==> src/rtl/rh_port_pkg.sv <==
package rh_port_pkg;
   // status field positions on read; same positions carry commands on write
   localparam int unsigned ST_CONN = 0;
   localparam int unsigned ST_EN   = 1;
   localparam int unsigned ST_SUSP = 2;
   localparam int unsigned ST_OC   = 3;
   localparam int unsigned ST_RST  = 4;
   localparam int unsigned N_FIELD = 5;

   // change flag indices (offset from the flag base)
   localparam int unsigned CH_CONN = 0;
   localparam int unsigned CH_EN   = 1;
   localparam int unsigned CH_SUSP = 2;
   localparam int unsigned CH_OC   = 3;
   localparam int unsigned CH_RST  = 4;
   localparam int unsigned N_CHG   = 5;

   typedef struct packed {
      logic clr_en;
      logic set_en;
      logic set_susp;
      logic clr_susp;
      logic set_rst;
   } port_cmd_t;
endpackage

==> src/rtl/rh_port_cmd.sv <==
module rh_port_cmd
   import rh_port_pkg::*;
(
   input  logic               wr_en,
   input  logic [N_FIELD-1:0] cmd_bits,
   input  logic [N_CHG-1:0]   clr_bits,
   output port_cmd_t          cmd,
   output logic [N_CHG-1:0]   chg_clr
);
   always_comb begin
      cmd.clr_en   = wr_en & cmd_bits[ST_CONN];
      cmd.set_en   = wr_en & cmd_bits[ST_EN];
      cmd.set_susp = wr_en & cmd_bits[ST_SUSP];
      cmd.clr_susp = wr_en & cmd_bits[ST_OC];
      cmd.set_rst  = wr_en & cmd_bits[ST_RST];
   end

   assign chg_clr = {N_CHG{wr_en}} & clr_bits;
endmodule

==> src/rtl/rh_port_state.sv <==
module rh_port_state
   import rh_port_pkg::*;
#(
   parameter bit NON_REMOVABLE = 1'b0,
   parameter bit PORT_OC_EN    = 1'b1
) (
   input  logic             clk,
   input  logic             rst_n,
   input  port_cmd_t        cmd,
   input  logic             conn_in,
   input  logic             oc_in,
   input  logic             bus_err,
   input  logic             pwr_off,
   input  logic             rst_done,
   input  logic             rsm_done,
   output logic             conn,
   output logic             pes,
   output logic             pss,
   output logic             poc,
   output logic             prs,
   output logic             resuming,
   output logic [N_CHG-1:0] chg_set
);
   logic conn_q, oc_q;
   logic pes_d, pss_d, prs_d, rsm_d;
   logic conn_nxt, conn_edge, oc_edge, hw_off;

   generate
      if (NON_REMOVABLE) begin : g_fixed
         assign conn      = 1'b1;
         assign conn_nxt  = 1'b1;
         assign conn_edge = 1'b0;
      end else begin : g_removable
         assign conn      = conn_q;
         assign conn_nxt  = conn_in;
         assign conn_edge = conn_in ^ conn_q;
      end
      if (PORT_OC_EN) begin : g_oc_rep
         assign poc     = oc_q;
         assign oc_edge = oc_in ^ oc_q;
      end else begin : g_oc_off
         assign poc     = 1'b0;
         assign oc_edge = 1'b0;
      end
   endgenerate

   assign hw_off = oc_in | bus_err | pwr_off | ~conn_nxt;

   always_comb begin
      pes_d   = pes;
      pss_d   = pss;
      prs_d   = prs;
      rsm_d   = resuming;
      chg_set = '0;
      if (cmd.clr_en) pes_d = 1'b0;
      if (cmd.set_en) begin
         if (conn) pes_d = 1'b1;
         else      chg_set[CH_CONN] = 1'b1;
      end
      if (cmd.set_susp) begin
         if (conn) pss_d = 1'b1;
         else      chg_set[CH_CONN] = 1'b1;
      end
      if (cmd.clr_susp && pss) rsm_d = 1'b1;
      if (cmd.set_rst) begin
         if (conn) prs_d = 1'b1;
         else      chg_set[CH_CONN] = 1'b1;
      end
      if (resuming && rsm_done) begin
         pss_d = 1'b0;
         rsm_d = 1'b0;
         chg_set[CH_SUSP] = 1'b1;
      end
      if (prs && rst_done) begin
         prs_d = 1'b0;
         pes_d = 1'b1;
         pss_d = 1'b0;
         rsm_d = 1'b0;
         chg_set[CH_RST] = 1'b1;
      end
      // hardware disable overrides any enable from software or reset
      if (hw_off) begin
         pes_d = 1'b0;
         if (pes) chg_set[CH_EN] = 1'b1;
      end
      if (conn_edge) chg_set[CH_CONN] = 1'b1;
      if (oc_edge)   chg_set[CH_OC]   = 1'b1;
   end

   always_ff @(posedge clk) begin
      if (!rst_n) begin
         conn_q   <= 1'b0;
         oc_q     <= 1'b0;
         pes      <= 1'b0;
         pss      <= 1'b0;
         prs      <= 1'b0;
         resuming <= 1'b0;
      end else begin
         conn_q   <= conn_in;
         oc_q     <= oc_in;
         pes      <= pes_d;
         pss      <= pss_d;
         prs      <= prs_d;
         resuming <= rsm_d;
      end
   end

   // enabled never seen without a connected device
   p_en_needs_conn_r5: assert property (@(posedge clk) disable iff (!rst_n)
      pes |-> conn);

   // resume in progress only while suspended
   p_resume_in_susp_r7: assert property (@(posedge clk) disable iff (!rst_n)
      resuming |-> pss);
endmodule

==> src/rtl/rh_port_chg.sv <==
module rh_port_chg
   import rh_port_pkg::*;
(
   input  logic             clk,
   input  logic             rst_n,
   input  logic [N_CHG-1:0] set_i,
   input  logic [N_CHG-1:0] clr_i,
   output logic [N_CHG-1:0] flags
);
   genvar gi;
   generate
      for (gi = 0; gi < N_CHG; gi++) begin : g_flag
         always_ff @(posedge clk) begin
            if (!rst_n)          flags[gi] <= 1'b0;
            else if (set_i[gi])  flags[gi] <= 1'b1;
            else if (clr_i[gi])  flags[gi] <= 1'b0;
         end
      end
   endgenerate

   // a hardware set is never lost to a same-cycle clear
   p_set_wins_r11: assert property (@(posedge clk) disable iff (!rst_n)
      (set_i != '0) |=> ((flags & $past(set_i)) == $past(set_i)));
endmodule

==> src/rtl/rh_port_reg.sv <==
module rh_port_reg
   import rh_port_pkg::*;
#(
   parameter int unsigned DATA_W        = 32,
   parameter int unsigned CHG_LSB       = 16,
   parameter bit          NON_REMOVABLE = 1'b0,
   parameter bit          PORT_OC_EN    = 1'b1
) (
   input  logic              clk,
   input  logic              rst_n,
   input  logic              wr_en,
   input  logic [DATA_W-1:0] wdata,
   output logic [DATA_W-1:0] rdata,
   input  logic              conn_in,
   input  logic              oc_in,
   input  logic              bus_err,
   input  logic              pwr_off,
   input  logic              rst_done,
   input  logic              rsm_done,
   output logic              port_reset_o,
   output logic              port_resume_o
);
   localparam int unsigned CHG_MSB = CHG_LSB + N_CHG - 1;

   generate
      if (CHG_LSB < N_FIELD || CHG_MSB >= DATA_W) begin : g_bad_layout
         $error("change flag field does not fit the data word");
      end
   endgenerate

   port_cmd_t        cmd;
   logic [N_CHG-1:0] chg_clr, chg_set, flags;
   logic             conn, pes, pss, poc, prs, resuming;

   rh_port_cmd u_cmd (
      .wr_en    (wr_en),
      .cmd_bits (wdata[N_FIELD-1:0]),
      .clr_bits (wdata[CHG_MSB:CHG_LSB]),
      .cmd      (cmd),
      .chg_clr  (chg_clr)
   );

   rh_port_state #(
      .NON_REMOVABLE (NON_REMOVABLE),
      .PORT_OC_EN    (PORT_OC_EN)
   ) u_state (
      .clk      (clk),
      .rst_n    (rst_n),
      .cmd      (cmd),
      .conn_in  (conn_in),
      .oc_in    (oc_in),
      .bus_err  (bus_err),
      .pwr_off  (pwr_off),
      .rst_done (rst_done),
      .rsm_done (rsm_done),
      .conn     (conn),
      .pes      (pes),
      .pss      (pss),
      .poc      (poc),
      .prs      (prs),
      .resuming (resuming),
      .chg_set  (chg_set)
   );

   rh_port_chg u_chg (
      .clk   (clk),
      .rst_n (rst_n),
      .set_i (chg_set),
      .clr_i (chg_clr),
      .flags (flags)
   );

   always_comb begin
      rdata                   = '0;
      rdata[ST_CONN]          = conn;
      rdata[ST_EN]            = pes;
      rdata[ST_SUSP]          = pss;
      rdata[ST_OC]            = poc;
      rdata[ST_RST]           = prs;
      rdata[CHG_MSB:CHG_LSB]  = flags;
   end

   assign port_reset_o  = prs;
   assign port_resume_o = resuming;

   // a state command to an empty port raises the connect change flag
   p_cmd_empty_r4: assert property (@(posedge clk) disable iff (!rst_n)
      (wr_en && (wdata[ST_EN] || wdata[ST_SUSP] || wdata[ST_RST]) && !conn)
      |=> flags[CH_CONN]);

   // reset active ends only together with the reset change flag
   p_rst_end_r6: assert property (@(posedge clk) disable iff (!rst_n)
      $fell(prs) |-> flags[CH_RST]);

   // suspended clears only at resume end or reset end
   p_susp_end_r7: assert property (@(posedge clk) disable iff (!rst_n)
      $fell(pss) |-> (flags[CH_SUSP] || flags[CH_RST]));

   // a hardware disable source leaves the port disabled next cycle
   p_hw_off_r8: assert property (@(posedge clk) disable iff (!rst_n)
      (bus_err || pwr_off || oc_in) |=> !pes);
endmodule

==> config.mk <==
export PLATFORM = sky130hd
export DESIGN_NAME = rh_port_reg
export DESIGN_NICKNAME = d
export VERILOG_FILES = /design/src/rtl/rh_port_pkg.sv /design/src/rtl/rh_port_cmd.sv /design/src/rtl/rh_port_state.sv /design/src/rtl/rh_port_chg.sv /design/src/rtl/rh_port_reg.sv
export SDC_FILE = /design/constraint.sdc
export NUM_CORES = 1
export LEC_CHECK = 0
export BUFFER_PORTS_ARGS = -buffer_cell sky130_fd_sc_hd__buf_2
export CAP_MARGIN = 20
export CORE_AREA = 2 2 50 52
export DETAILED_ROUTE_END_ITERATION = 7
export DIE_AREA = 0 0 52 54
export PLACE_DENSITY = 0.79
export SKIP_CTS_REPAIR_TIMING = 1
export SLEW_MARGIN = 20
export SYNTH_ARGS = -nofsm -noshare
export SYNTH_HDL_FRONTEND = slang
export SYNTH_SLANG_ARGS = --single-unit
==> constraint.sdc <==
create_clock -name clk -period 1.1 [get_ports clk]
set_input_delay 0.165 -clock clk [delete_from_list [all_inputs] [get_ports clk]]
set_output_delay 0.165 -clock clk [all_outputs]
set_load 0.005 [all_outputs]
==> results of run 1 <==
## cell usage in the layout, fill, tap and decap left out, types with 2 or more instances in the layout
cell and n:
clkbuf_4 3, dfxtp_1 10, nand2_1 10, buf_4 2, nand3_1 2, buf_2 30, conb_1 22, inv_1 2
a21oi_1 5, a31oi_1 2, nor2_1 5, xor2_1 2
## path summary, 6_finish.rpt
| check | to | slack (ns) | depth (start not counted) |
|---|---|---|---|
| worst max-delay path | rdata[0] | 0.14 | 1 |
| worst min register to register | u_chg.flags[4] | 0.46 | 2 |
| worst min-delay path | u_state.conn | 0.14 | 2 |
| worst max register to register | u_state.prs | 0.23 | 3 |
## final cells by class
type	count	share of cell area (%)
inverters	2	1.03
repair buffers	32	22.6
flip-flops and latches	11	30.4
multi-input cells	56	37.2
well taps	30	5.15
clock buffers	4	3.60
## report_power, final
| part | total [mW] | switching [mW] | leakage [nW] | internal, mW |
|---|---|---|---|---|
| Sequential | 0.423 | 0.0101 | 0.0903 | 0.413 |
| Combinational | 0.118 | 0.0628 | 0.284 | 0.0548 |
| Clock | 0.276 | 0.135 | 0.0150 | 0.141 |
## state kept, by name, summed over array words and instances, names as in the netlist
| name | flops |
|---|---|
| u_chg.flags | 5 |
| u_state.conn | 1 |
| u_state.pes | 1 |
| u_state.poc | 1 |
| u_state.prs | 1 |
| u_state.pss | 1 |
| u_state.resuming | 1 |
## cells by family after synthesis
group,Yosys count
buf+inv,30
simple gates,20
compound gates,11
flops,11
xor+xnor,2
mux,1
other cells,1
## metrics by stage
| step | util, % | TNS (ns) |
|---|---|---|
| 3_5_place_dp | 30.3 | -0.143 |
| 4_1_cts | 31.4 | 0 |
| 2_1_floorplan | - | 0 |
| 6_report | 31.4 | 0 |
| 3_3_place_gp | 30.3 | -0.117 |
| 5_1_grt | 31.4 | 0 |
## per-layer routing
metal / vias to the layer above / track usage, % / part of all wire (%)
li1: 257 / - / -
met1: 220 / 10.8 / 40
met2: 38 / 16.0 / 46
met3: 2 / 5.28 / 12
met4: 0 / 3.95 / 1.5
met5: - / 0 / 0
==> impl_metrics.tcl, run 1 <==
set metrics [dict create \
    final_layout_size_suffix_gt1_share_pct 36.2 \
    track_usage_pct 9.87 \
    placedCellCount 131 \
    synth_commonest_cells "buf_4, dfxtp_1, nand2_1, a21oi_1, nor2_1" \
    area_delta_synth_final_pct 16.4 \
    die_x_um 52 \
    io_buffers 30 \
    grt_pass1_vias 460 \
    synth.most_common_cell "buf_4" \
    antenna_found_initial 0 \
    setup_violations 0 \
    vias_per_cell 3.83 \
    drc 0 \
    synth_top_area_cell "dfxtp_1" \
    synthXorXnorAreaFrac_pct 2.79 \
    fp.dieH_um 54 \
    p_leak_nw 0.389 \
    timing.hold.ws_ns 0.141 \
    core_area_mm2 0.00232 \
    ys.flop_type "dfxtp_1" \
    hpwlAfterDp_mm 1.03 \
    synth-seq-cells 11 \
    instances_no_fill 135 \
    hp-class "in2reg" \
    dr.first_iter.drc_count 5 \
    cpLargestDelayFamily "flip-flops" \
    synth_cell_types 19 \
    required_ns 0.94 \
    avgSynthCellArea_um2 8.25 \
    crit_fanout 6 \
    place_ws_ns -0.126 \
    cap_violations 0 \
    clkSinkCount 11 \
    yosys.area_share.simple_pct 14.4 \
    worstSetupStartpoint "u_state.conn" \
    synth_top_family_by_area "buffers and inverters" \
    synth_adder_area_share_pct 0 \
    clk_pin_slew_ns 0.07 \
    nets 147 \
    grt_pass1_wl_mm 1.93 \
    synth_edf_count 0 \
    initial_core_util_pct 27.0 \
    ant_nets 0 \
    fin_total_pwr_mw 0.817 \
    yosys_warnings 0 \
    multi_input_area_um2 272 \
    cp_slowest_cell "dfxtp_2" \
    cts_buffer_depth 2 \
    yosysSeqAreaShare_pct 35.1 \
    gp_congestion 0.738 \
    root_buffer "clkbuf_4" \
    synthTopCellsByArea "dfxtp_1, buf_4, nand2_1" \
    critPathCaptureType "output port" \
    grt_max_degree 12 \
    first_pass_iters 4 \
    cellPowerDensity_mw_per_mm2 1120 \
    min_period_ns 0.964 \
    htreeDepth 1 \
    r2r-start "u_state.conn" \
    io_pins 75 \
    clock_latency_ns 0.27 \
    grt_overflow_total 0 \
    setup_slack_ns 0.136 \
    synth_compound_area_share_pct 11.2 \
    final_area_um2 729 \
    fmax_ghz 1.04 \
    tritoncts "yes" \
    seq_area_um2 221 \
    wl_mm 1.24 \
    diodes 0 \
    die-area_mm2 0.00281 \
    wl_per_cell_um 9.15 \
    path_cells "buf_2" \
    startpoint_type "register" \
    outcome "complete, no violations" \
    placed_cell_area_um2 702 \
    clock_skew_ns 0.00529 \
    cts_made_buffers 3 \
    rows 18 \
    ir_drop_mv 0.393 \
    syn_area_um2 627 \
    finalCritPeriodShare_pct 87.6 \
    fillers 258 \
    synthArstFlopShare_pct 0 \
    finalMaxSlewViolations 0 \
    crit_arrival_ns 0.80 \
    vias 517 \
    yosys.area.top_type_share_pct 35.1 \
    finalHoldViolCount 0 \
    critPathKind "reg2out" \
    cpPeakStageDelay_ns 0.39 \
    critPathBufInv 1 \
    syn_inst 76 \
    hold_start "rst_n" \
    synth_mux_area_share_pct 1.80 \
    rsz0062_at_grt "false" \
]
Note: power is estimated with default switching activity, not from simulation.
==> run 2: changes to the inputs <==
--- a/config.mk
+++ b/config.mk
@@ -5,11 +5,12 @@
 export SDC_FILE = /design/constraint.sdc
 export NUM_CORES = 1
 export LEC_CHECK = 0
+export ABC_AREA = 1
 export BUFFER_PORTS_ARGS = -buffer_cell sky130_fd_sc_hd__buf_2
 export CAP_MARGIN = 20
-export CORE_AREA = 2 2 50 52
+export CORE_AREA = 2 2 51 53
 export DETAILED_ROUTE_END_ITERATION = 7
-export DIE_AREA = 0 0 52 54
+export DIE_AREA = 0 0 53 55
 export PLACE_DENSITY = 0.79
 export SKIP_CTS_REPAIR_TIMING = 1
 export SLEW_MARGIN = 20
==> impl_metrics.tcl, run 2 <==
set metrics [dict create \
    fmax_ghz 0.985 \
    diodes 0 \
    hpwlAfterDp_mm 1.04 \
    drc 0 \
    synth-seq-cells 11 \
    initial_core_util_pct 28.3 \
    clk_pin_slew_ns 0.07 \
    yosys.area.top_type_share_pct 32.9 \
    syn_inst 90 \
    final_cell_mix "buf_2, nand2_1, conb_1" \
    finalMaxSlewViolations 0 \
    die-area_mm2 0.00292 \
    ant_nets 0 \
    tritoncts "yes" \
    synth_commonest_cells "buf_4, nand2_1, dfxtp_1, a21oi_1, inv_1" \
    yosys_warnings 0 \
    place_ws_ns 0.233 \
    startpoint_type "register" \
    rsz0062_at_grt "false" \
    synth.most_common_cell "buf_4" \
    cap_violations 0 \
    synthTopCellsByArea "dfxtp_1, buf_4, nand2_1" \
    critPathBufInv 1 \
    avgSynthCellArea_um2 7.44 \
    gp_congestion 0.717 \
    io_buffers 30 \
    crit_fanout 6 \
    path_cells "buf_2" \
    cellPowerDensity_mw_per_mm2 1100 \
    p_leak_nw 0.409 \
    core_area_mm2 0.00236 \
    io_pins 75 \
    yosysSeqAreaShare_pct 32.9 \
    crit_arrival_ns 0.85 \
    clkSinkCount 11 \
    hp-class "in2reg" \
    dr.first_iter.drc_count 4 \
    grt_overflow_total 0 \
    synthArstFlopShare_pct 0 \
    placedCellCount 143 \
    outcome "complete, no violations" \
    fp.dieH_um 55 \
    grt_pass1_wl_mm 1.84 \
    cts_buffer_depth 2 \
    synth_cell_types 15 \
    ys.flop_type "dfxtp_1" \
    area_delta_synth_final_pct 11.8 \
    antenna_found_initial 0 \
    clock_skew_ns 0.00110 \
    cpPeakStageDelay_ns 0.43 \
    finalCritPeriodShare_pct 92.3 \
    nets 159 \
    setup_slack_ns 0.0848 \
    die_x_um 53 \
    wl_per_cell_um 8.63 \
    synth_top_area_cell "dfxtp_1" \
    instances_no_fill 147 \
    setup_violations 0 \
    clock_latency_ns 0.26 \
    first_pass_iters 3 \
    wl_mm 1.27 \
    critPathCaptureType "output port" \
    ir_drop_mv 0.712 \
    rows 18 \
    cp_slowest_cell "dfxtp_1" \
    grt_pass1_vias 423 \
    syn_area_um2 669 \
    largest_reg_flops 5 \
    track_usage_pct 8.92 \
    grt_max_degree 14 \
    final_layout_size_suffix_gt1_share_pct 30.8 \
    cts_made_buffers 3 \
    finalHoldViolCount 0 \
    cpLargestDelayFamily "flip-flops" \
    root_buffer "clkbuf_4" \
    fin_setup_tns_ns 0 \
    regMostFlops "u_chg.flags" \
    critPathKind "reg2out" \
    vias_per_cell 3.65 \
    htreeDepth 1 \
    min_period_ns 1.02 \
    final_common_cell "buf_2" \
    required_ns 0.94 \
    synth_edf_count 0 \
    vias 537 \
]
## run 2: routing by layer
layer | global-route usage [%] | vias to the layer above | wire length, um
met5 | 0 | - | 0
met4 | 1.28 | 0 | 0
met3 | 6.45 | 0 | 158
met2 | 14.8 | 28 | 620
met1 | 9.43 | 222 | 491
li1 | - | 287 | -
## run 2: final cells by class
type | count | area (um^2)
multi-input combinational | 66 | 292
inverter | 6 | 22.5
sequential | 11 | 220
tap | 30 | 37.5
timing repair buffer | 30 | 150
fill | 274 | 1620
clock buffer | 4 | 26.3
## run 2: stage by stage
step                power [mW]  cell area [um^2]  utilization [%]  hold WS (ns)
global placement         0.554               722             30.5         0.392
global route             0.880               748             31.6         0.139
CTS                      0.838               748             31.6         0.119
finish                   0.822               748             31.6         0.122
detailed placement       0.555               722             30.5         0.400
floorplan                0.562               748                -         0.258
## run 2: cell families (layout without fill, tap and decap cells)
kind of cell           Yosys count  count (layout)  share of synthesized area, %
other                            1              22                         0.560
AO/OA/AOI/OAI                    9               9                          6.73
buffers and inverters           34              40                          35.3
XOR/XNOR                         1               1                          1.31
flip-flops                      11              11                          32.9
AND/OR/NAND/NOR                 34              34                          23.2
## run 2: report_power, final
part	internal [mW]	total (mW)	switching [mW]
Sequential	0.413	0.423	0.00977
Clock	0.140	0.276	0.136
Combinational	0.0530	0.123	0.0697
## run 2: worst paths after layout
| path | slack (ns) | depth (start not counted) | start | to |
|---|---|---|---|---|
| setup reg to reg | 0.27 | 4 | u_state.conn | u_chg.flags[0] |
| hold / removal | 0.12 | 3 | oc_in | u_state.poc |
| setup / recovery | 0.08 | 1 | u_state.conn | rdata[0] |
| hold reg to reg | 0.46 | 2 | u_chg.flags[3] | u_chg.flags[3] |
==> run 3: changes to the inputs <==
==> constraint.sdc (replaced) <==
create_clock -name clk -period 0.9 [get_ports clk]
set_input_delay 0.135 -clock clk [delete_from_list [all_inputs] [get_ports clk]]
set_output_delay 0.135 -clock clk [all_outputs]
set_load 0.005 [all_outputs]
==> impl_metrics.tcl, run 3 (synthesized netlist as in run 2, its figures left out) <==
set metrics [dict create \
    outcome "complete, no violations" \
    timing.hold.ws_ns 0.0920 \
    hp-class "in2reg" \
    vias 540 \
    final_layout_size_suffix_gt1_share_pct 37.3 \
    fillers 285 \
    multi_input_area_um2 292 \
    required_ns 0.76 \
    crit_arrival_ns 0.75 \
    grt_max_degree 11 \
    p_leak_nw 0.420 \
    initial_core_util_pct 28.3 \
    dr.first_iter.drc_count 11 \
    grt_overflow_total 0 \
    diodes 0 \
    finalMaxSlewViolations 0 \
    area_delta_synth_final_pct 17.8 \
    setup_violations 0 \
    placed_cell_area_um2 729 \
    startpoint_type "register" \
    die_x_um 53 \
    final_common_cell "buf_2" \
    grt_pass1_wl_mm 1.90 \
    fp.dieH_um 55 \
    rows 18 \
    core_area_mm2 0.00236 \
    cts_buffer_depth 2 \
    io_buffers 30 \
    wl_mm 1.32 \
    first_pass_iters 4 \
    ant_nets 0 \
    clkSinkCount 11 \
    place_ws_ns 0.0766 \
    largest_reg_flops 5 \
    cp_slowest_cell "dfxtp_4" \
    vias_per_cell 3.65 \
    clk_pin_slew_ns 0.07 \
    fin_total_pwr_mw 1.01 \
    seq_area_um2 234 \
    ir_drop_mv 0.914 \
    antenna_found_initial 0 \
    clock_skew_ns 0.00137 \
    min_period_ns 0.881 \
    cpLargestDelayFamily "flip-flops" \
    cellPowerDensity_mw_per_mm2 1290 \
    crit_fanout 6 \
    io_pins 75 \
    nets 160 \
    gp_congestion 0.730 \
    tritoncts "yes" \
    track_usage_pct 9.28 \
    placedCellCount 144 \
    critPathCaptureType "output port" \
    finalHoldViolCount 0 \
    clock_latency_ns 0.26 \
    cpPeakStageDelay_ns 0.37 \
    finalCritPeriodShare_pct 97.9 \
    path_cells "buf_6" \
    grt_pass1_vias 444 \
    htreeDepth 1 \
    drc 0 \
    cts_made_buffers 3 \
    root_buffer "clkbuf_4" \
    rsz0062_at_grt "true" \
    wl_per_cell_um 8.91 \
    final_area_um2 788 \
    setup_slack_ns 0.0191 \
    final_cell_mix "buf_2, nand2_1, conb_1" \
    instances_no_fill 148 \
    regMostFlops "u_chg.flags" \
    critPathKind "reg2out" \
    hpwlAfterDp_mm 1.07 \
    critPathBufInv 1 \
    die-area_mm2 0.00292 \
    fmax_ghz 1.14 \
    cap_violations 0 \
]
[run 3: path summary, 6_finish.rpt]
kind | depth (start not counted) | endpoint | slack [ns] | from
worst max register to register | 3 | u_state.pes | 0.04 | u_state.prs
worst min-delay path | 3 | u_state.poc | 0.09 | oc_in
worst max-delay path | 1 | rdata[0] | 0.02 | u_state.conn
worst min register to register | 2 | u_state.pss | 0.45 | u_state.pss
[run 3: where the power goes]
group	internal (mW)	switching (mW)
logic	0.0739	0.0873
registers	0.503	0.0131
clock network	0.171	0.165
total	0.748	0.265
[run 3: cell type report]
cell class              count  area share [%]
inverters                   6            2.86
multi-input cells          66            37.0
flip-flops and latches     11            29.7
well taps                  30            4.76
clock buffers               4            3.33
repair buffers             31            22.4
[run 3: layer usage]
metal | part of all wire [%] | vias to the layer above | routed length (um) | track usage [%]
met4 | 0 | 0 | 0 | 1.28
met3 | 11 | 0 | 149 | 5.91
met2 | 50 | 28 | 654 | 15.2
met5 | 0 | - | 0 | 0
met1 | 39 | 224 | 515 | 10.5
li1 | - | 288 | - | -
[run 3: stage by stage]
stage	TNS [ns]	utilization [%]
final	0	33.3
after global routing	-0.0179	33.3
after CTS	-0.0921	32.0
after global placement	0	30.8
after floorplan	0	-
after detailed placement	0	30.8
